**src/rtl/fir_pkg.sv**
```systemverilog
package fir_pkg;

  // Strobes from the control unit to the datapath
  typedef struct packed {
    logic shiftCoef;   // advance the coefficient chain by one element
    logic takeSample;  // present sample enters the array (else a zero)
  } firStrobe_t;

endpackage

```
**src/rtl/fir_ctrl.sv**
```systemverilog
module fir_ctrl
  import fir_pkg::*;
#(
  parameter int TAPS = 5
) (
  input  logic       clk,
  input  logic       rstN,
  input  logic       coefLoad,
  input  logic       sampleValid,
  output firStrobe_t strobe,
  output logic       outValid
);

  // One flag per element, moving with the partial sums
  logic [TAPS-1:0] validPipe;

  always_comb begin
    strobe.shiftCoef  = coefLoad;
    strobe.takeSample = sampleValid && !coefLoad;  // loading wins
  end

  always_ff @(posedge clk) begin
    if (!rstN) begin
      validPipe <= '0;
    end else begin
      validPipe[0] <= strobe.takeSample;
      for (int i = 1; i < TAPS; i++) begin
        validPipe[i] <= validPipe[i-1];
      end
    end
  end

  assign outValid = validPipe[TAPS-1];

endmodule

```
**src/rtl/fir_pe.sv**
```systemverilog
module fir_pe #(
  parameter int XW = 8,
  parameter int HW = 8,
  parameter int AW = 19
) (
  input  logic                 clk,
  input  logic                 rstN,
  input  logic signed [HW-1:0] coef,
  input  logic signed [XW-1:0] xTap,
  input  logic signed [AW-1:0] sumIn,
  output logic signed [AW-1:0] sumOut
);

  localparam int PW = XW + HW;

  logic signed [PW-1:0] prod;
  logic signed [AW-1:0] prodExt;

  assign prod    = PW'(xTap) * PW'(coef);
  assign prodExt = AW'(prod);

  always_ff @(posedge clk) begin
    if (!rstN) begin
      sumOut <= '0;
    end else begin
      sumOut <= sumIn + prodExt;
    end
  end

endmodule

```
**src/rtl/fir_datapath.sv**
```systemverilog
module fir_datapath
  import fir_pkg::*;
#(
  parameter int TAPS = 5,
  parameter int XW   = 8,
  parameter int HW   = 8,
  parameter int AW   = 19
) (
  input  logic                 clk,
  input  logic                 rstN,
  input  firStrobe_t           strobe,
  input  logic signed [HW-1:0] coefIn,
  input  logic signed [XW-1:0] sampleIn,
  output logic signed [AW-1:0] yOut
);

  logic signed [HW-1:0] coefVec [TAPS];
  logic signed [XW-1:0] xTap    [TAPS];
  logic signed [AW-1:0] sumQ    [TAPS];
  logic signed [XW-1:0] xEntry;

  // A slot with no accepted sample enters as zero
  assign xEntry  = strobe.takeSample ? sampleIn : '0;
  assign xTap[0] = xEntry;

  // Coefficient shift chain: element 0 takes the new value
  always_ff @(posedge clk) begin
    if (!rstN) begin
      for (int i = 0; i < TAPS; i++) coefVec[i] <= '0;
    end else if (strobe.shiftCoef) begin
      coefVec[0] <= coefIn;
      for (int i = 1; i < TAPS; i++) coefVec[i] <= coefVec[i-1];
    end
  end

  // Sample path: two registers between neighbouring elements
  generate
    if (TAPS > 1) begin : gDelay
      logic signed [XW-1:0] xPipe [2*TAPS-2];
      always_ff @(posedge clk) begin
        if (!rstN) begin
          for (int i = 0; i < 2*TAPS-2; i++) xPipe[i] <= '0;
        end else begin
          xPipe[0] <= xEntry;
          for (int i = 1; i < 2*TAPS-2; i++) xPipe[i] <= xPipe[i-1];
        end
      end
      for (genvar p = 1; p < TAPS; p++) begin : gTap
        assign xTap[p] = xPipe[2*p-1];
      end
    end
  endgenerate

  // Element chain: partial sums advance one element per clock
  generate
    for (genvar p = 0; p < TAPS; p++) begin : gPe
      logic signed [AW-1:0] sumIn;
      if (p == 0) begin : gHead
        assign sumIn = '0;
      end else begin : gBody
        assign sumIn = sumQ[p-1];
      end
      fir_pe #(.XW(XW), .HW(HW), .AW(AW)) u_pe (
        .clk   (clk),
        .rstN  (rstN),
        .coef  (coefVec[p]),
        .xTap  (xTap[p]),
        .sumIn (sumIn),
        .sumOut(sumQ[p])
      );
    end
  endgenerate

  assign yOut = sumQ[TAPS-1];

endmodule

```
**src/rtl/systolic_fir.sv**
```systemverilog
module systolic_fir
  import fir_pkg::*;
#(
  parameter  int TAPS = 5,
  parameter  int XW   = 8,
  parameter  int HW   = 8,
  localparam int AW   = XW + HW + $clog2(TAPS)
) (
  input  logic                 clk,
  input  logic                 rstN,
  input  logic                 coefLoad,
  input  logic signed [HW-1:0] coefIn,
  input  logic                 sampleValid,
  input  logic signed [XW-1:0] sampleIn,
  output logic                 yValid,
  output logic signed [AW-1:0] yOut
);

  firStrobe_t strobe;

  fir_ctrl #(.TAPS(TAPS)) u_ctrl (
    .clk        (clk),
    .rstN       (rstN),
    .coefLoad   (coefLoad),
    .sampleValid(sampleValid),
    .strobe     (strobe),
    .outValid   (yValid)
  );

  fir_datapath #(.TAPS(TAPS), .XW(XW), .HW(HW), .AW(AW)) u_dp (
    .clk     (clk),
    .rstN    (rstN),
    .strobe  (strobe),
    .coefIn  (coefIn),
    .sampleIn(sampleIn),
    .yOut    (yOut)
  );

endmodule

```
**config.mk**
```make
export PLATFORM = sky130hd
export DESIGN_NAME = systolic_fir
export DESIGN_NICKNAME = d
export VERILOG_FILES = /design/src/rtl/fir_pkg.sv /design/src/rtl/fir_ctrl.sv /design/src/rtl/fir_pe.sv /design/src/rtl/fir_datapath.sv /design/src/rtl/systolic_fir.sv
export SDC_FILE = /design/constraint.sdc
export NUM_CORES = 1
export LEC_CHECK = 0
export CELL_PAD_IN_SITES_DETAIL_PLACEMENT = 1
export CELL_PAD_IN_SITES_GLOBAL_PLACEMENT = 1
export CORE_MARGIN = 8
export CORE_UTILIZATION = 40
export DETAILED_ROUTE_END_ITERATION = 10
export GPL_ROUTABILITY_DRIVEN = 0
export GPL_TIMING_DRIVEN = 0
export MAX_ROUTING_LAYER = met4
export PLACE_DENSITY = 0.71
export SYNTH_ARGS = -nofsm -noshare
export SYNTH_HDL_FRONTEND = slang
export SYNTH_HIERARCHICAL = 1
export SYNTH_SLANG_ARGS = --single-unit
```
**constraint.sdc**
```tcl
create_clock -name clk -period 13.1 [get_ports clk]
set_input_delay 3.93 -clock clk [delete_from_list [all_inputs] [get_ports clk]]
set_output_delay 3.93 -clock clk [all_outputs]
set_load 0.03 [all_outputs]
```
== Word level (Yosys, flattened, before mapping) ==
Memories as Yosys holds them, arrays and structs flattened.
Index checks and enable logic that the tools add are counted.

* Shifts and indexed selects: 0
* Equality and inequality tests: 0
* Order comparisons: 0
* Reduce and logical (&&, ||, !) cells: 2
* Bitwise logic cells: 13
* Multiply operators: 5
* Add/sub/neg operators: 4
* Mux-type cells: 19
* Div/mod/pow operators: 0

{| class="wikitable"
|+ Operators with widths
! cell !! count
|-
| 2-to-1 mux 8 bit || 14
|-
| multiplier 8 x 8 -> 16 bit || 5
|-
| adder 19 x 16 -> 19 bit || 3
|-
| adder 16 x 16 -> 17 bit || 1
|-
| bitwise OR 1 bit || 13
|-
| 2-to-1 mux 1 bit || 5
|-
| logical AND 1 bit || 1
|-
| logical NOT 1 bit || 1
|}

* Word-level logic and storage cells: 51
* Input port bits: 20
* Register bits: 97
* Memory bits (writable): 104
* Memories: 2
* ROM bits: 0
* Latch bits: 0
* Output and inout port bits: 20

{| class="wikitable"
|+ Memories
! memory !! words !! bits a word !! rd ports !! clocked after memory_dff !! write ports !! RTL line !! text
|-
| u_dp.gDelay.xPipe || 8 || 8 || 8 || 0 || 8 || fir_datapath.sv:39 || <nowiki>logic signed [XW-1:0] xPipe [2*TAPS-2];</nowiki>
|-
| u_dp.coefVec || 5 || 8 || 5 || 0 || 5 || fir_datapath.sv:17 || <nowiki>logic signed [HW-1:0] coefVec [TAPS];</nowiki>
|}

== Longest topological paths before layout ==
Gate-level depths: netlist of the first run.

* Word-level depth: 4
* Depth in mapped cells: 21

== Hierarchy ==
The synthesis of the first run kept the hierarchy.

{| class="wikitable"
|+ By module, submodules not included
! module !! seq. area each (um^2) !! area an instance (um^2) !! cells an instance !! instances
|-
| fir_pe (u_dp.gPe[1].u_pe ...) || 380.4 || 3920.0 || 396 || 3
|-
| fir_pe (u_dp.gPe[0].u_pe) || 380.4 || 3953.8 || 404 || 1
|-
| fir_pe (u_dp.gPe[4].u_pe) || 380.4 || 3916.3 || 393 || 1
|-
| fir_datapath || 2482.4 || 3301.9 || 234 || 1
|-
| fir_ctrl || 100.1 || 152.6 || 12 || 1
|}

== Worst setup path before layout of the first run ==
Ideal clock, no wire load.

* Kind: in2reg
* Start: input sampleValid
* End: register u_dp/gPe[0].u_pe/sumOut[15] (netlist name)
* Cell stages on the path: 18
* Setup slack: 4184 ps
* Data arrival time: 8820 ps
* Setup time: 95 ps
* Data required time: 13005 ps
* Path through: nor2b_1 -> clkbuf_1 -> and2_1 -> and2_1 -> inv_1 -> fa_1 -> inv_1 -> fa_1 -> fa_1 -> fa_1 -> fa_1 -> ha_1 -> o21a_1 -> o21a_1 -> nand3_1 -> o21bai_1 -> mux2_1 -> o311ai_1

* Longest elaborated chain between the ends: 3

{| class="wikitable"
|+ Ends and longest elaborated chain
! what !! RTL line !! text
|-
| start: declaration || systolic_fir.sv:13 || <nowiki>input logic sampleValid,</nowiki>
|-
| logical AND 1 bit || fir_ctrl.sv:19 || <nowiki>strobe.takeSample = sampleValid && !coefLoad;</nowiki>
|-
| 2-to-1 mux 8 bit || fir_datapath.sv:23 || <nowiki>assign xEntry = strobe.takeSample ? sampleIn : '0;</nowiki>
|-
| named net u_dp.xEntry[7] || fir_datapath.sv:20 || <nowiki>logic signed [XW-1:0] xEntry;</nowiki>
|-
| multiplier 8 x 8 -> 16 bit || fir_pe.sv:19 || <nowiki>assign prod = PW'(xTap) * PW'(coef);</nowiki>
|}

The timed path passes the listed nets, and every way through them passes these cells.
A chain may end at the register's enable or synchronous reset.

==> out/qor_table.md, run 1 <==
| Parameter | This run | Unit |
| --- | --- | --- |
| Run status | finished clean | - |
| Via Count | 15,100 | - |
| Max transition margin | 0.3472 | - |
| Post-Syn Instances | 2,231 | - |
| Post-CTS setup buffers | 0 | - |
| Seq/Total Area, Yosys | 0.1943 | - |
| Max-slew violation total from the final report | 0 | - |
| Kind of launch point of the worst setup path | primary input | - |
| Largest fanout on the critical path | 12 | - |
| Kind of end point of the critical path | flop | - |
| Proportion of layout cells with a drive suffix above 1 | 0.04366 | - |
| TritonCTS clock tree | done | - |
| Slowest cell delay on critical path | 0.65 | ns |
| Post-Layout Inst Area | 25,510 | um2 |
| Number of resized instances in the post-cts repair step | 0 | - |
| Mean instance size in the synthesized netlist | 10.35 | um2 |
| Initial cell density of the core | 0.4024 | - |
| Post-Route Utilization | 0.4448 | - |
| I/O Buffers | 39 | - |
| Count of distinct cell types in the synthesized netlist | 64 | - |
| Most common cell in the synthesized netlist | sky130_fd_sc_hd__inv_1 | - |
| VDD IR-drop max | 80.07 | uV |
| Area of the multi-input gates | 16,820 | um2 |
| Slew @ Worst Pin | 0.9793 | ns |
| Vertical die dimension | 256.2 | um |
| Critical path start-end classification | primary input to flop | - |
| CP dominant cell by count | sky130_fd_sc_hd__fa_1 | - |
| Main synth FF type | sky130_fd_sc_hd__dfxtp_1 | - |
| Hpwl dp | 44,310 | um |
| Final total negative setup slack | 0 | ns |
| Detailed-router iteration count before antenna repair | 5 | - |
| Largest net degree at the start of global routing | 41 | - |
| Number of fillers in the final layout | 6,303 | - |
| Via count of the first global-routing pass | 17,810 | - |
| All-layer global routing usage | 0.1689 | - |
| Fin. Hold Viols | 0 | - |
| Nets | 2,976 | - |
| Leading cell types by total area after synthesis | sky130_fd_sc_hd__fa_1 (36%), sky130_fd_sc_hd__dfxtp_1 (14%), sky130_fd_sc_hd__ha_1 (12%), sky130_fd_sc_hd__and2_1 (7.3%), sky130_fd_sc_hd__inv_1 (7.1%) | - |
| Number of DRC violations after detailed-routing iteration 0 | 452 | - |
| Number of enable flip-flop cells after synthesis | 40 | - |
| Post-Route WL | 52,820 | um |
| Master cell of the clock root buffer | sky130_fd_sc_hd__clkbuf_16 | - |
| Global-route wire length before repair | 89,240 | um |
| Top-Level Pins | 40 | - |
| Worst min-delay path category | flop to flop | - |
| List of most frequent post-synthesis cells | sky130_fd_sc_hd__inv_1 (438), sky130_fd_sc_hd__fa_1 (420), sky130_fd_sc_hd__and2_1 (269) | - |
| Number of antenna cells inserted | 0 | - |
| Buffers from clock root to sink, at most | 3 | - |
| Total cell area at the placement stage | 24,500 | um2 |
| Power per standard cell area | 115.1 | nW/um2 |
| Unrepaired setup endpoints after global routing | false | - |
| Hold_ws | 0.4309 | ns |
| Antenna Violating Nets Remaining | 0 | - |
| Category of cells accounting for the largest share of critical-path delay | adder cells | - |
| Wirelength per Cell | 17.03 | um |
| Worst path bufs/invs | 4 | - |
| Final count of negative-setup-slack endpoints | 0 | - |
| Number of standard-cell rows in the floorplan | 88 | - |
| Via-per-instance ratio | 4.871 | - |
| Number of warnings reported in the yosys synthesis log | 6 | - |
| Critical path arrival | 10.53 | ns |
| FF+latch area | 4484 | um2 |
| Maximum clock skew at final layout | 0.03547 | ns |
| Synth top area share | 0.3642 | - |
| Tmin final | 10.10 | ns |
| Final period util | 0.7713 | - |
| Proportion of register bits with asynchronous set or reset after synthesis | 0 | - |
| Worst path required time | 13.53 | ns |
| Clock insertion delay at the later pin of the skew report | 0.57 | ns |
| Top achievable clock speed | 0.09896 | GHz |
| Syn-to-layout area delta | 10.52 | % |
| Static power due to leakage | 13.00 | nW |
| # hold bufs at CTS | 0 | - |
| Clock buffer count from CTS | 26 | - |
| Core area | 57,370 | um2 |
| Cell with the largest stage delay on the worst path | sky130_fd_sc_hd__and2_1 | - |
| Seq cells post-synth | 204 | - |
| Number of antenna violations at the first check in global routing | 0 | - |
| Clock slew at reported path FFs | 0.06 | ns |
| GRT Residual Overflow | 0 | - |
| Library cell occupying the most area in the post-synthesis netlist | sky130_fd_sc_hd__fa_1 | - |
| Final routed DRC violation total | 0 | - |
| Number of clock sinks | 204 | - |
| Total die area | 65,650 | um2 |
| Synth Cell Area | 23,080 | um2 |
| DIE WIDTH | 256.2 | um |
| Maxcap violations | 0 | - |
| Number of levels in the clock H-tree | 1 | - |
| Cell chain of the critical path | clkdlybuf4s50_1 -> nor2b_1 -> clkbuf_1 -> and2_1 -> and2_1 -> inv_1 -> fa_1 -> inv_1 -> fa_1 -> fa_1 -> fa_1 -> fa_1 -> ha_1 -> a21oi_1 -> nor2_1 -> nor4_1 -> o21ai_0 -> a21oi_1 -> nor3b_2 | - |
worst paths after layout:
path | from | end | slack, ns | cells past startpoint
worst max-delay path | sampleValid | u_dp/gPe[0].u_pe/sumOut[18] | 3.00 | 19
worst min-delay path | u_dp/gDelay.xPipe[4][2] | u_dp/gDelay.xPipe[5][2] | 0.43 | 1
worst max register to register | u_dp/coefVec[0][24] | u_dp/gPe[3].u_pe/sumOut[18] | 7.38 | 15
worst min register to register | u_dp/gDelay.xPipe[4][2] | u_dp/gDelay.xPipe[5][2] | 0.43 | 1
through the flow:
| step | power, mW | worst slack (ns) | cells |
|---|---|---|---|
| floorplan | 1.760 | 4.184 | 2249 |
| global placement | 2.072 | 2.546 | 3053 |
| detailed placement | 2.126 | 2.433 | 3053 |
| CTS | 2.989 | 2.947 | 3101 |
| global route | 3.177 | 2.511 | 3101 |
| finish | 2.935 | 2.995 | 3101 |
worst register-to-register path, delay by kind of cell (launching register included):
| kind | cells | cell delay, ns |
|---|---|---|
| compound gates | 4 | 0.81 |
| fa+ha+maj | 6 | 2.75 |
| simple gates | 2 | 0.92 |
| flops | 1 | 0.56 |
| buf+inv | 2 | 0.20 |
| xor+xnor | 1 | 0.41 |
cell families (layout without fill, tap and decap cells):
logic type	Yosys count	in the layout	synth area share
adders and majority gates	640	640	0.4835
and+or+nand+nor	633	633	0.1476
buffers and inverters	479	566	0.08032
DFF	204	204	0.1943
AOI/OAI and AO/OA	185	185	0.06016
xor gates and xnor gates	85	85	0.03225
muxes	4	4	0.001789
other	1	19	0.0001624
routing by layer:
metal / GRT usage / vias to the layer above / share of wire
met5: - / - / 0
met4: 0.05325 / 0 / 0.033
met3: 0.02308 / 94 / 0.028
met2: 0.3080 / 179 / 0.53
met1: 0.1900 / 7794 / 0.41
li1: - / 7037 / -
flip-flops by register name (all words and copies together), names as in the netlist:
register	cells
u_dp/gPe.u_pe/sumOut	95
u_dp/gDelay.xPipe	64
u_dp/coefVec	40
u_ctrl/validPipe	5
cell usage in the layout, fill, tap and decap left out, types with 21 or more instances in the layout:
cell and n:
sky130_fd_sc_hd__clkbuf_16 27, sky130_fd_sc_hd__clkdlybuf4s50_1 39, sky130_fd_sc_hd__inv_1 438, sky130_fd_sc_hd__edfxtp_1 40, sky130_fd_sc_hd__dfxtp_1 164, sky130_fd_sc_hd__nand2b_1 21
sky130_fd_sc_hd__xnor2_1 58, sky130_fd_sc_hd__fa_1 420, sky130_fd_sc_hd__xor2_1 27, sky130_fd_sc_hd__and3_1 51, sky130_fd_sc_hd__clkbuf_1 23, sky130_fd_sc_hd__a21oi_1 35
sky130_fd_sc_hd__and2_1 269, sky130_fd_sc_hd__nor2_1 99, sky130_fd_sc_hd__nand2_1 132, sky130_fd_sc_hd__o21a_1 21, sky130_fd_sc_hd__ha_1 220
cell type report:
class / instances / share of cell area
Multi-Input combinational cell: 1566 / 0.6591
Sequential cell: 204 / 0.1758
Timing Repair Buffer: 39 / 0.01530
Buffer: 32 / 0.006915
Inverter: 447 / 0.06576
Clock buffer: 33 / 0.02893
Clock inverter: 15 / 0.01069
Tap cell: 765 / 0.03752
where the power goes:
part	total (mW)	internal [mW]	switching [mW]
registers	0.815	0.735	0.0800
logic	1.28	0.543	0.741
clock network	0.836	0.538	0.298
total	2.94	1.82	1.12
Note: power is estimated with default switching activity, not from simulation.
==> inputs of run 2 (changes only) <==
==> constraint.sdc (replaced) <==
create_clock -name clk -period 9.6 [get_ports clk]
set_input_delay 2.88 -clock clk [delete_from_list [all_inputs] [get_ports clk]]
set_output_delay 2.88 -clock clk [all_outputs]
set_load 0.03 [all_outputs]
==> results of run 2 <==
Same layout as run 1 (identical final DEF). Status: finished clean.
Main changes from that run: setup slack after placement 2.433 ns -> -0.01676 ns; setup slack after layout 2.995 ns -> 0.5453 ns; register-to-register setup slack 7.38 ns -> 3.88 ns; total power 2.935 mW -> 4.006 mW; worst IR drop on VDD 80.07 uV -> 109.3 uV
